## src/rtl/vred_pkg.sv

```systemverilog
package vred_pkg;
  // Size codes and their lane widths
  localparam int unsigned N_SIZES = 3;
  localparam logic [1:0] SZ_RSVD = 2'b11;
  localparam logic [1:0] SZ_W32  = 2'b10;

  function automatic int unsigned lane_bits(input int unsigned code);
    return 8 << code;
  endfunction

  typedef struct packed {
    logic       q;
    logic       u;
    logic [1:0] size;
    logic       mn;
    logic [4:0] src;
    logic [4:0] dst;
    logic       hit;
  } vred_ctl_t;
endpackage

```

## src/rtl/vred_decode.sv

```systemverilog
module vred_decode
  import vred_pkg::*;
(
  input  logic [31:0] word_i,
  output vred_ctl_t   ctl_o
);
  localparam logic [4:0] TAG_HI  = 5'b01110;
  localparam logic [4:0] TAG_MID = 5'b11000;
  localparam logic [5:0] TAG_LO  = 6'b101010;

  always_comb begin
    ctl_o.q    = word_i[30];
    ctl_o.u    = word_i[29];
    ctl_o.size = word_i[23:22];
    ctl_o.mn   = word_i[16];
    ctl_o.src  = word_i[9:5];
    ctl_o.dst  = word_i[4:0];
    ctl_o.hit  = !word_i[31] && (word_i[28:24] == TAG_HI) &&
                 (word_i[21:17] == TAG_MID) && (word_i[15:10] == TAG_LO);
  end
endmodule

```

## src/rtl/vred_lane_tree.sv

```systemverilog
module vred_lane_tree #(
  parameter int unsigned LW = 8,
  parameter int unsigned NL = 16
) (
  input  logic [LW*NL-1:0] lanes_i,
  input  logic             half_i,
  input  logic             signed_i,
  input  logic             min_i,
  output logic [LW-1:0]    best_o
);
  localparam int unsigned NN   = 2*NL - 1;
  localparam int unsigned HALF = NL / 2;

  logic [LW-1:0] flip;
  logic [LW-1:0] key  [NL];
  logic [LW-1:0] node [NN];

  // Signed order becomes unsigned order once the sign bit is inverted.
  assign flip = {signed_i, {(LW-1){1'b0}}};

  for (genvar g = 0; g < NL; g++) begin : g_leaf
    assign key[g] = lanes_i[g*LW +: LW] ^ flip;
    if (g >= HALF) begin : g_upper
      // Lane 0 is neutral for min/max, so it stands in for unused lanes.
      assign node[NL-1+g] = half_i ? key[0] : key[g];
    end else begin : g_lower
      assign node[NL-1+g] = key[g];
    end
  end

  for (genvar i = 0; i < NL-1; i++) begin : g_node
    logic lt;
    assign lt      = node[2*i+1] < node[2*i+2];
    assign node[i] = (min_i == lt) ? node[2*i+1] : node[2*i+2];
  end

  assign best_o = node[0] ^ flip;
endmodule

```

## src/rtl/vred_minmax.sv

```systemverilog
module vred_minmax
  import vred_pkg::*;
#(
  parameter int unsigned DATA_W = 128,
  parameter int unsigned OUT_W  = 32
) (
  input  logic              clk,
  input  logic              rst_n,
  input  logic              start_i,
  input  logic              word_sel_i,
  input  logic [31:0]       insn_i,
  input  logic [1:0]        size_i,
  input  logic              q_i,
  input  logic              u_i,
  input  logic              min_i,
  input  logic [DATA_W-1:0] data_i,
  output logic [OUT_W-1:0]  result_o,
  output logic              valid_o,
  output logic              undef_o,
  output logic [4:0]        src_idx_o,
  output logic [4:0]        dst_idx_o
);
  vred_ctl_t dec;
  vred_ctl_t ctl;
  logic [OUT_W-1:0] tree_res [N_SIZES];
  logic             bad;
  logic [OUT_W-1:0] res_d;
  logic [4:0]       src_d, dst_d;

  logic [OUT_W-1:0] res_q;
  logic             valid_q, undef_q;
  logic [4:0]       src_q, dst_q;

  vred_decode u_dec (.word_i(insn_i), .ctl_o(dec));

  always_comb begin
    if (word_sel_i) begin
      ctl = dec;
    end else begin
      ctl      = '0;
      ctl.q    = q_i;
      ctl.u    = u_i;
      ctl.size = size_i;
      ctl.mn   = min_i;
      ctl.hit  = 1'b1;
    end
  end

  for (genvar s = 0; s < N_SIZES; s++) begin : g_size
    localparam int unsigned LW = lane_bits(s);
    localparam int unsigned NL = DATA_W / LW;
    logic [LW-1:0] best;

    vred_lane_tree #(.LW(LW), .NL(NL)) u_tree (
      .lanes_i (data_i),
      .half_i  (!ctl.q),
      .signed_i(!ctl.u),
      .min_i   (ctl.mn),
      .best_o  (best)
    );

    always_comb begin
      tree_res[s]         = '0;
      tree_res[s][LW-1:0] = best;
    end
  end

  // Next-state logic
  always_comb begin
    bad = !ctl.hit || (ctl.size == SZ_RSVD) || (ctl.size == SZ_W32 && !ctl.q);
    case (ctl.size)
      2'b00:   res_d = tree_res[0];
      2'b01:   res_d = tree_res[1];
      2'b10:   res_d = tree_res[2];
      default: res_d = '0;
    endcase
    if (bad) res_d = '0;
    src_d = ctl.src;
    dst_d = ctl.dst;
  end

  // Registers
  always_ff @(posedge clk or negedge rst_n) begin
    if (!rst_n) begin
      valid_q <= 1'b0;
      undef_q <= 1'b0;
      res_q   <= '0;
      src_q   <= '0;
      dst_q   <= '0;
    end else begin
      valid_q <= start_i;
      if (start_i) begin
        undef_q <= bad;
        res_q   <= res_d;
        src_q   <= src_d;
        dst_q   <= dst_d;
      end
    end
  end

  assign result_o  = res_q;
  assign valid_o   = valid_q;
  assign undef_o   = undef_q;
  assign src_idx_o = src_q;
  assign dst_idx_o = dst_q;
endmodule

```

## config.mk

```make
export PLATFORM = sky130hd
export DESIGN_NAME = vred_minmax
export DESIGN_NICKNAME = d
export VERILOG_FILES = /design/src/rtl/vred_pkg.sv /design/src/rtl/vred_decode.sv /design/src/rtl/vred_lane_tree.sv /design/src/rtl/vred_minmax.sv
export SDC_FILE = /design/constraint.sdc
export NUM_CORES = 1
export LEC_CHECK = 0
export BUFFER_PORTS_ARGS = -buffer_cell sky130_fd_sc_hd__buf_2
export CAP_MARGIN = 30
export CORE_ASPECT_RATIO = 0.5
export CORE_MARGIN = 5
export CORE_UTILIZATION = 35
export CTS_CLUSTER_SIZE = 10
export DETAILED_ROUTE_END_ITERATION = 12
export PLACE_DENSITY = 0.58
export RECOVER_POWER = 100
export SLEW_MARGIN = 25
export SYNTH_ARGS = -nofsm -noshare
export SYNTH_HDL_FRONTEND = slang
export SYNTH_SLANG_ARGS = --single-unit
```

## constraint.sdc

```tcl
create_clock -name clk -period 1.05 [get_ports clk]
set_clock_uncertainty 0.05 [all_clocks]
set_input_delay 0.1575 -clock clk [delete_from_list [all_inputs] [get_ports clk]]
set_output_delay 0.1575 -clock clk [all_outputs]
set_load 0.05 [all_outputs]
```

# After elaboration in Yosys (flattened, before gate mapping)
# Index checks and enable logic that the tools add are counted.
dict set report word_totals {
  register_bits 44
  inputBits 169
  wordCells 145
}
dict set report op_classes {
  n_lt_le_gt_ge 25
  n_eq_ne 31
  n_mux 42
  bitwise 31
  n_reduce_logical 11
}
# op n
set ops {}
lappend ops {{two-way mux 16 bit} 12}
lappend ops {{two-way mux 32 bit} 6}
lappend ops {{two-way mux 8 bit} 23}
lappend ops {{bitwise XOR 32 bit} 5}
lappend ops {{bitwise XOR 16 bit} 9}
lappend ops {{bitwise XOR 8 bit} 17}
lappend ops {{less-than comparator 8 bit} 15}
lappend ops {{less-than comparator 16 bit} 7}
lappend ops {{less-than comparator 32 bit} 3}
lappend ops {{case mux 32 bit (3 select lines)} 1}
lappend ops {{equality test 1 bit} 25}
lappend ops {{equality test 6 bit (second input constant)} 1}
lappend ops {{equality test 5 x 4 -> 1 bit (second input constant)} 1}
lappend ops {{equality test 5 bit (second input constant)} 1}
lappend ops {{equality test 2 bit (second input constant)} 2}
lappend ops {{logical AND 1 bit} 4}
lappend ops {{zero test 1 bit} 4}
lappend ops {{equality test 2 x 1 -> 1 bit (second input constant)} 1}
lappend ops {{zero test 2 bit} 1}
lappend ops {{logical OR 1 bit} 2}

# Depth between registers and ports, before layout
dict set report logic_depth {
  ltp_word 23
  ltp_mapped 55
}

# Modules after synthesis
# A second synthesis with hierarchy kept.
dict set report hier_totals {
  cells_unflattened 2389
  area_unflattened_um2 17331.6
}
# mod instances cells_per_inst area_per_inst_um2 seq_area_each_um2
set by_module_without_submodules {}
lappend by_module_without_submodules {{vred_lane_tree (g_size[0].u_tree)} 1 789 5743.0 0.0}
lappend by_module_without_submodules {{vred_lane_tree (g_size[1].u_tree)} 1 753 4969.8 0.0}
lappend by_module_without_submodules {{vred_lane_tree (g_size[2].u_tree)} 1 660 4476.8 0.0}
lappend by_module_without_submodules {vred_minmax 1 165 1970.6 1101.1}
lappend by_module_without_submodules {vred_decode 1 22 171.4 0.0}

# Least setup slack after synthesis
# No wires, ideal clock.
dict set report synth_timing {
  path_type {input port to flip-flop}
  start {input word_sel_i}
  end {register res_q[8] (netlist: result_o[8])}
  setup_ns 0.135
  t_arrival_ns 9.979
  required_time_ns 0.865
  path_slack_ns -9.113
  stages 48
  cell_sequence {buf_4 > mux2_2 > clkbuf_1 > clkbuf_1 > clkbuf_1 > clkbuf_1 > buf_1 > buf_1 > buf_1 > a21oi_1 > ha_1 > a21o_1 > a21o_1 > a21oi_1 > o21ai_0 > a21oi_1 > xnor2_1 > clkbuf_1 > [... 12 more ...] > a21oi_1 > xnor2_1 > clkbuf_1 > mux2i_1 > ha_1 > a21o_1 > a21o_1 > a21oi_1 > nor2_1 > a211oi_1 > nand3_1 > or4_1 > o21ai_1 > xnor2_1 > clkbuf_1 > mux2_2 > a22oi_1 > o31ai_1}
}
dict set report synth_between {
  elab_chain_len 16
  word_cells_on_any_way 63
  cone_classes {10 x order compare; 13 x eq/ne; 19 x mux; 14 x bitwise; 7 x reduce/logical}
}
# item line_no
set synth_lines {}
lappend synth_lines {{start, declared} vred_minmax.sv:10} ;# input logic word_sel_i,
lappend synth_lines {{two-way mux 16 bit *} vred_minmax.sv:37} ;# if (word_sel_i) begin
lappend synth_lines {{zero test 1 bit} vred_minmax.sv:57} ;# .signed_i(!ctl.u),
lappend synth_lines {{bitwise XOR 16 bit} vred_lane_tree.sv:22} ;# assign key[g] = lanes_i[g*LW +: LW] ^ flip;
lappend synth_lines {{two-way mux 16 bit} vred_lane_tree.sv:25} ;# assign node[NL-1+g] = half_i ? key[0] : key[g];
lappend synth_lines {{less-than comparator 16 bit} vred_lane_tree.sv:33} ;# assign lt = node[2*i+1] < node[2*i+2];
lappend synth_lines {{equality test 1 bit} vred_lane_tree.sv:34} ;# assign node[i] = (min_i == lt) ? node[2*i+1] : node[2*i+2];
lappend synth_lines {{two-way mux 16 bit} vred_lane_tree.sv:34}
lappend synth_lines {{less-than comparator 16 bit} vred_lane_tree.sv:33}
lappend synth_lines {{equality test 1 bit} vred_lane_tree.sv:34}
lappend synth_lines {{two-way mux 16 bit} vred_lane_tree.sv:34}
lappend synth_lines {{less-than comparator 16 bit} vred_lane_tree.sv:33}
lappend synth_lines {{equality test 1 bit} vred_lane_tree.sv:34}
lappend synth_lines {{two-way mux 16 bit} vred_lane_tree.sv:34}
lappend synth_lines {{bitwise XOR 16 bit} vred_lane_tree.sv:37} ;# assign best_o = node[0] ^ flip;
lappend synth_lines {{case mux 32 bit (3 select lines)} vred_minmax.sv:71} ;# case (ctl.size)
lappend synth_lines {{two-way mux 32 bit *} vred_minmax.sv:77} ;# if (bad) res_d = '0;
lappend synth_lines {{end signal, assigned} vred_minmax.sv:94} ;# res_q <= res_d;
lappend synth_lines {{end, declared} vred_minmax.sv:30} ;# logic [OUT_W-1:0] res_q;
# Mark *: on every way between the ends. The rest lies on a longest branch, timed or not.
# A chain may end at the register's enable or synchronous reset.

# Worst setup path after layout
dict set report layout_timing {
  start {input word_sel_i}
  end {register res_q[7] (netlist: result_o[7])}
}
dict set report layout_between {
  elab_chain_len 19
  word_cells_on_any_way 133
  cone_classes {25 x order compare; 28 x eq/ne; 42 x mux; 31 x bitwise; 7 x reduce/logical}
}
# item line_no
set layout_lines {}
lappend layout_lines {{two-way mux 16 bit *} vred_minmax.sv:37}
lappend layout_lines {{zero test 1 bit} vred_minmax.sv:57}
lappend layout_lines {{bitwise XOR 8 bit} vred_lane_tree.sv:22}
lappend layout_lines {{two-way mux 8 bit} vred_lane_tree.sv:25}
lappend layout_lines {{less-than comparator 8 bit} vred_lane_tree.sv:33}
lappend layout_lines {{equality test 1 bit} vred_lane_tree.sv:34}
lappend layout_lines {{two-way mux 8 bit} vred_lane_tree.sv:34}
lappend layout_lines {{less-than comparator 8 bit} vred_lane_tree.sv:33}
lappend layout_lines {{[... 3 more ...]} n/a}
lappend layout_lines {{equality test 1 bit} vred_lane_tree.sv:34}
lappend layout_lines {{two-way mux 8 bit} vred_lane_tree.sv:34}
lappend layout_lines {{less-than comparator 8 bit} vred_lane_tree.sv:33}
lappend layout_lines {{equality test 1 bit} vred_lane_tree.sv:34}
lappend layout_lines {{two-way mux 8 bit} vred_lane_tree.sv:34}
lappend layout_lines {{bitwise XOR 8 bit} vred_lane_tree.sv:37}
lappend layout_lines {{case mux 32 bit (3 select lines)} vred_minmax.sv:71}
lappend layout_lines {{two-way mux 32 bit *} vred_minmax.sv:77}
# Marks and branches as above.

==> metrics.cfg <==
[timing]
final_hold_viol_count = 0
setup_viol = 77
period_share = 7.93
fin_crit_ps = 8320
rsz0062_at_grt = true
slew_headroom = 0.472
tightest_slew_ps = 784
fmax_mhz = 120
finalWorstSetupSlack_ps = -7270
final.setup.tns_ps = -202470
drv_slew = 0

[synth]
ys_seq_area_frac = 0.0717
synth_area_sq_um = 15400
synth_most_common_cell = a21oi_1
synthArstFlopShare = 1.00
syn-num-nets = 2634
ys_seq_elements = 44
netlist_instances = 2181
yosysWarnings = 0
avgSynthCellArea_sq_um = 7.04
yosysUniqueCellTypes = 95
synth_edf_count = 0
ys.flop_type = dfrtp_1
yosys.area.top_type = ha_1
synthTopCellsByCount = a21oi_1 (290), ha_1 (284), inv_1 (210), nor2_1 (184), nand2_1 (164)
synth_top_cell_area_share = 0.231
synth.area.top_cells = ha_1 (23%), a21oi_1 (9.5%), mux2i_1 (7.9%), dfrtp_1 (7.2%), inv_1 (5.1%)

[route]
drc_errors = 0
dr_total_vias = 21017
firstDrtPassIters = 5
ant_nets = 0
wl_per_cell_um = 22.0
drtIter0Drc = 2062
via_per_inst = 5.52
totalWireLength_mm = 83.8

[clock_network]
clk_pin_slew_worst_paths_ps = 100
htreeDepth = 2
cts_tree = built
cts_buffers = 5
cts_root_buf = clkbuf_16
clock_sinks = 44
insertion_delay_ps = 310
cts_buffer_depth = 2

[critical_path]
ff2ff_path_depth = 4
slowest_stage = or4_4
required_ps = 1200
reg2reg_to = result_o[7]
crit_type = in2reg
r2r_slack_ps = -90
slowest_delay_ps = 430
r2r-start = result_o[7]
start_kind = input port
cp.arrival_ps = 8480
path_max_fanout = 8
startpoint = word_sel_i
end_kind = flip-flop
crit_end = result_o[7]

[layout]
antennaDiodeCount = 0
final_core_util = 0.602
drive_gt1_frac = 0.449
layout.nets = 3670
syn_to_final_growth_pct = 70.3
nFillCells = 3999

[pwr]
leakagePower_nw = 13.6
power.share.switching = 0.480
clkPwrFrac = 0.031
p_int_mw = 35.9
powerDensity_nw_per_um2 = 2640
p_seq_frac = 0.034
ir_drop_uv = 2730
pwr-share-comb = 0.936
power_mw = 69.1
p_sw_mw = 33.1

[place]
hpwl_mm = 70.8
dpl_worst_slack_ps = -8120
gp_congestion = 1.03
io_buffer_count = 212

[worst_hold_path]
hold_class = in2reg

[die]
fp.dieW_um = 306
ios = 213
core_area_sq_um = 43400
core.rowCount = 54
dieArea_sq_um = 48400
initial_core_util = 0.353
die_h_um = 158

[outcome]
status = complete, but fails checks
violations = negative setup slack

[global_route]
grt_busiest_layer = met2
met2_usage = 0.525
grt_pass1_wl_mm = 121
antenna_found_initial = 2
grtUsageMet3 = 0.0707
grt_max_degree = 38
use_met1 = 0.441
grt_usage = 0.327
first_global_vias = 20033
gr-total-overflow = 0

[flow_run]
maxCapViolCount = 0

==> metal layers <==
layer / wire length [um] / vias up
met4: 3230 / 4
met1: 36300 / 9938
met3: 7940 / 183
met2: 36200 / 879
li1: - / 10013
met5: 28 / -
==> what timing repair did <==
item / in CTS / in global routing
buffers inserted: 56 / 51
hold endpoints to repair: 44 / 0
resized for setup: 269 / 147
setup endpoints to repair: 77 / 77
hold buffers: 1 / 0
pin swaps: 70 / 59
cloned: 6 / 1
==> registers in the layout, indices dropped and copies added (netlist names) <==
register   flops
dst_idx_o      5
src_idx_o      5
valid_o        1
result_o      32
undef_o        1
==> cell families (layout without fill, tap and decap cells) <==
| kind of cell | Yosys count | count (layout) | synth area share |
|---|---|---|---|
| compound gates | 744 | 744 | 0.303 |
| xor+xnor | 42 | 42 | 0.0257 |
| fa+ha+maj | 290 | 290 | 0.235 |
| buf+inv | 314 | 1349 | 0.0792 |
| flops | 44 | 44 | 0.0717 |
| mux | 149 | 150 | 0.100 |
| simple gates | 598 | 599 | 0.185 |
==> cell usage in the layout (no fill, tap or decap), types with 79 or more instances in the layout <==
| cell type | n |
|---|---|
| nand2_1 | 161 |
| mux2i_1 | 88 |
| inv_1 | 199 |
| a21o_1 | 88 |
| buf_6 | 79 |
| nor2_1 | 172 |
| buf_4 | 853 |
| a21oi_1 | 219 |
| ha_1 | 262 |
| o21ai_0 | 119 |
| buf_2 | 163 |
==> power groups by stage <==
stage / sequential [mW] / clock (mW) / combinational, mW
after floorplan: 3.38 / 0 / 27.5
after global placement: 2.23 / 0 / 49.8
after detailed placement: 2.24 / 0 / 50.5
after CTS: 2.32 / 2.15 / 58.9
after global routing: 2.34 / 2.23 / 69.0
final: 2.31 / 2.13 / 64.6
==> worst max-delay path: cells and delay by family <==
family | cells | cell delay [ps]
AO/OA/AOI/OAI | 15 | 2390
XOR/XNOR | 1 | 200
adder cells (fa/ha/maj) | 4 | 870
buffers and inverters | 8 | 1000
multiplexers | 3 | 990
AND/OR/NAND/NOR | 15 | 2860
==> cell type report <==
| class | instances | area [sq um] | share of cell area |
|---|---|---|---|
| clock inverter | 3 | 46.3 | 0.00177 |
| inverter | 212 | 796 | 0.0304 |
| sequential | 44 | 1100 | 0.0421 |
| tap | 588 | 736 | 0.0281 |
| timing repair buffer | 1129 | 8660 | 0.331 |
| clock buffer | 5 | 125 | 0.00478 |
| multi-input combinational | 1825 | 14700 | 0.562 |
==> stage by stage <==
stage | cells | cell area (sq um) | hold WS [ps]
CTS | 3756 | 25200 | 24.5
global placement | 3710 | 23600 | 18.7
detailed placement | 3710 | 23600 | 26.5
finish | 3806 | 26200 | 22.3
floorplan | 2181 | 16000 | -188
global route | 3806 | 26200 | 44.8
==> worst min path at each step <==
stage / depth (start not counted) / endpoint / startpoint
2_1_floorplan: 0 / dst_idx_o[0] / rst_n
3_3_place_gp: 1 / result_o[24] / rst_n
3_5_place_dp: 1 / result_o[23] / rst_n
4_1_cts: 3 / src_idx_o[1] / insn_i[6]
5_1_grt: 3 / src_idx_o[4] / insn_i[9]
6_report: 3 / src_idx_o[0] / insn_i[5]
No activity file was read; power rests on OpenSTA's default activity.
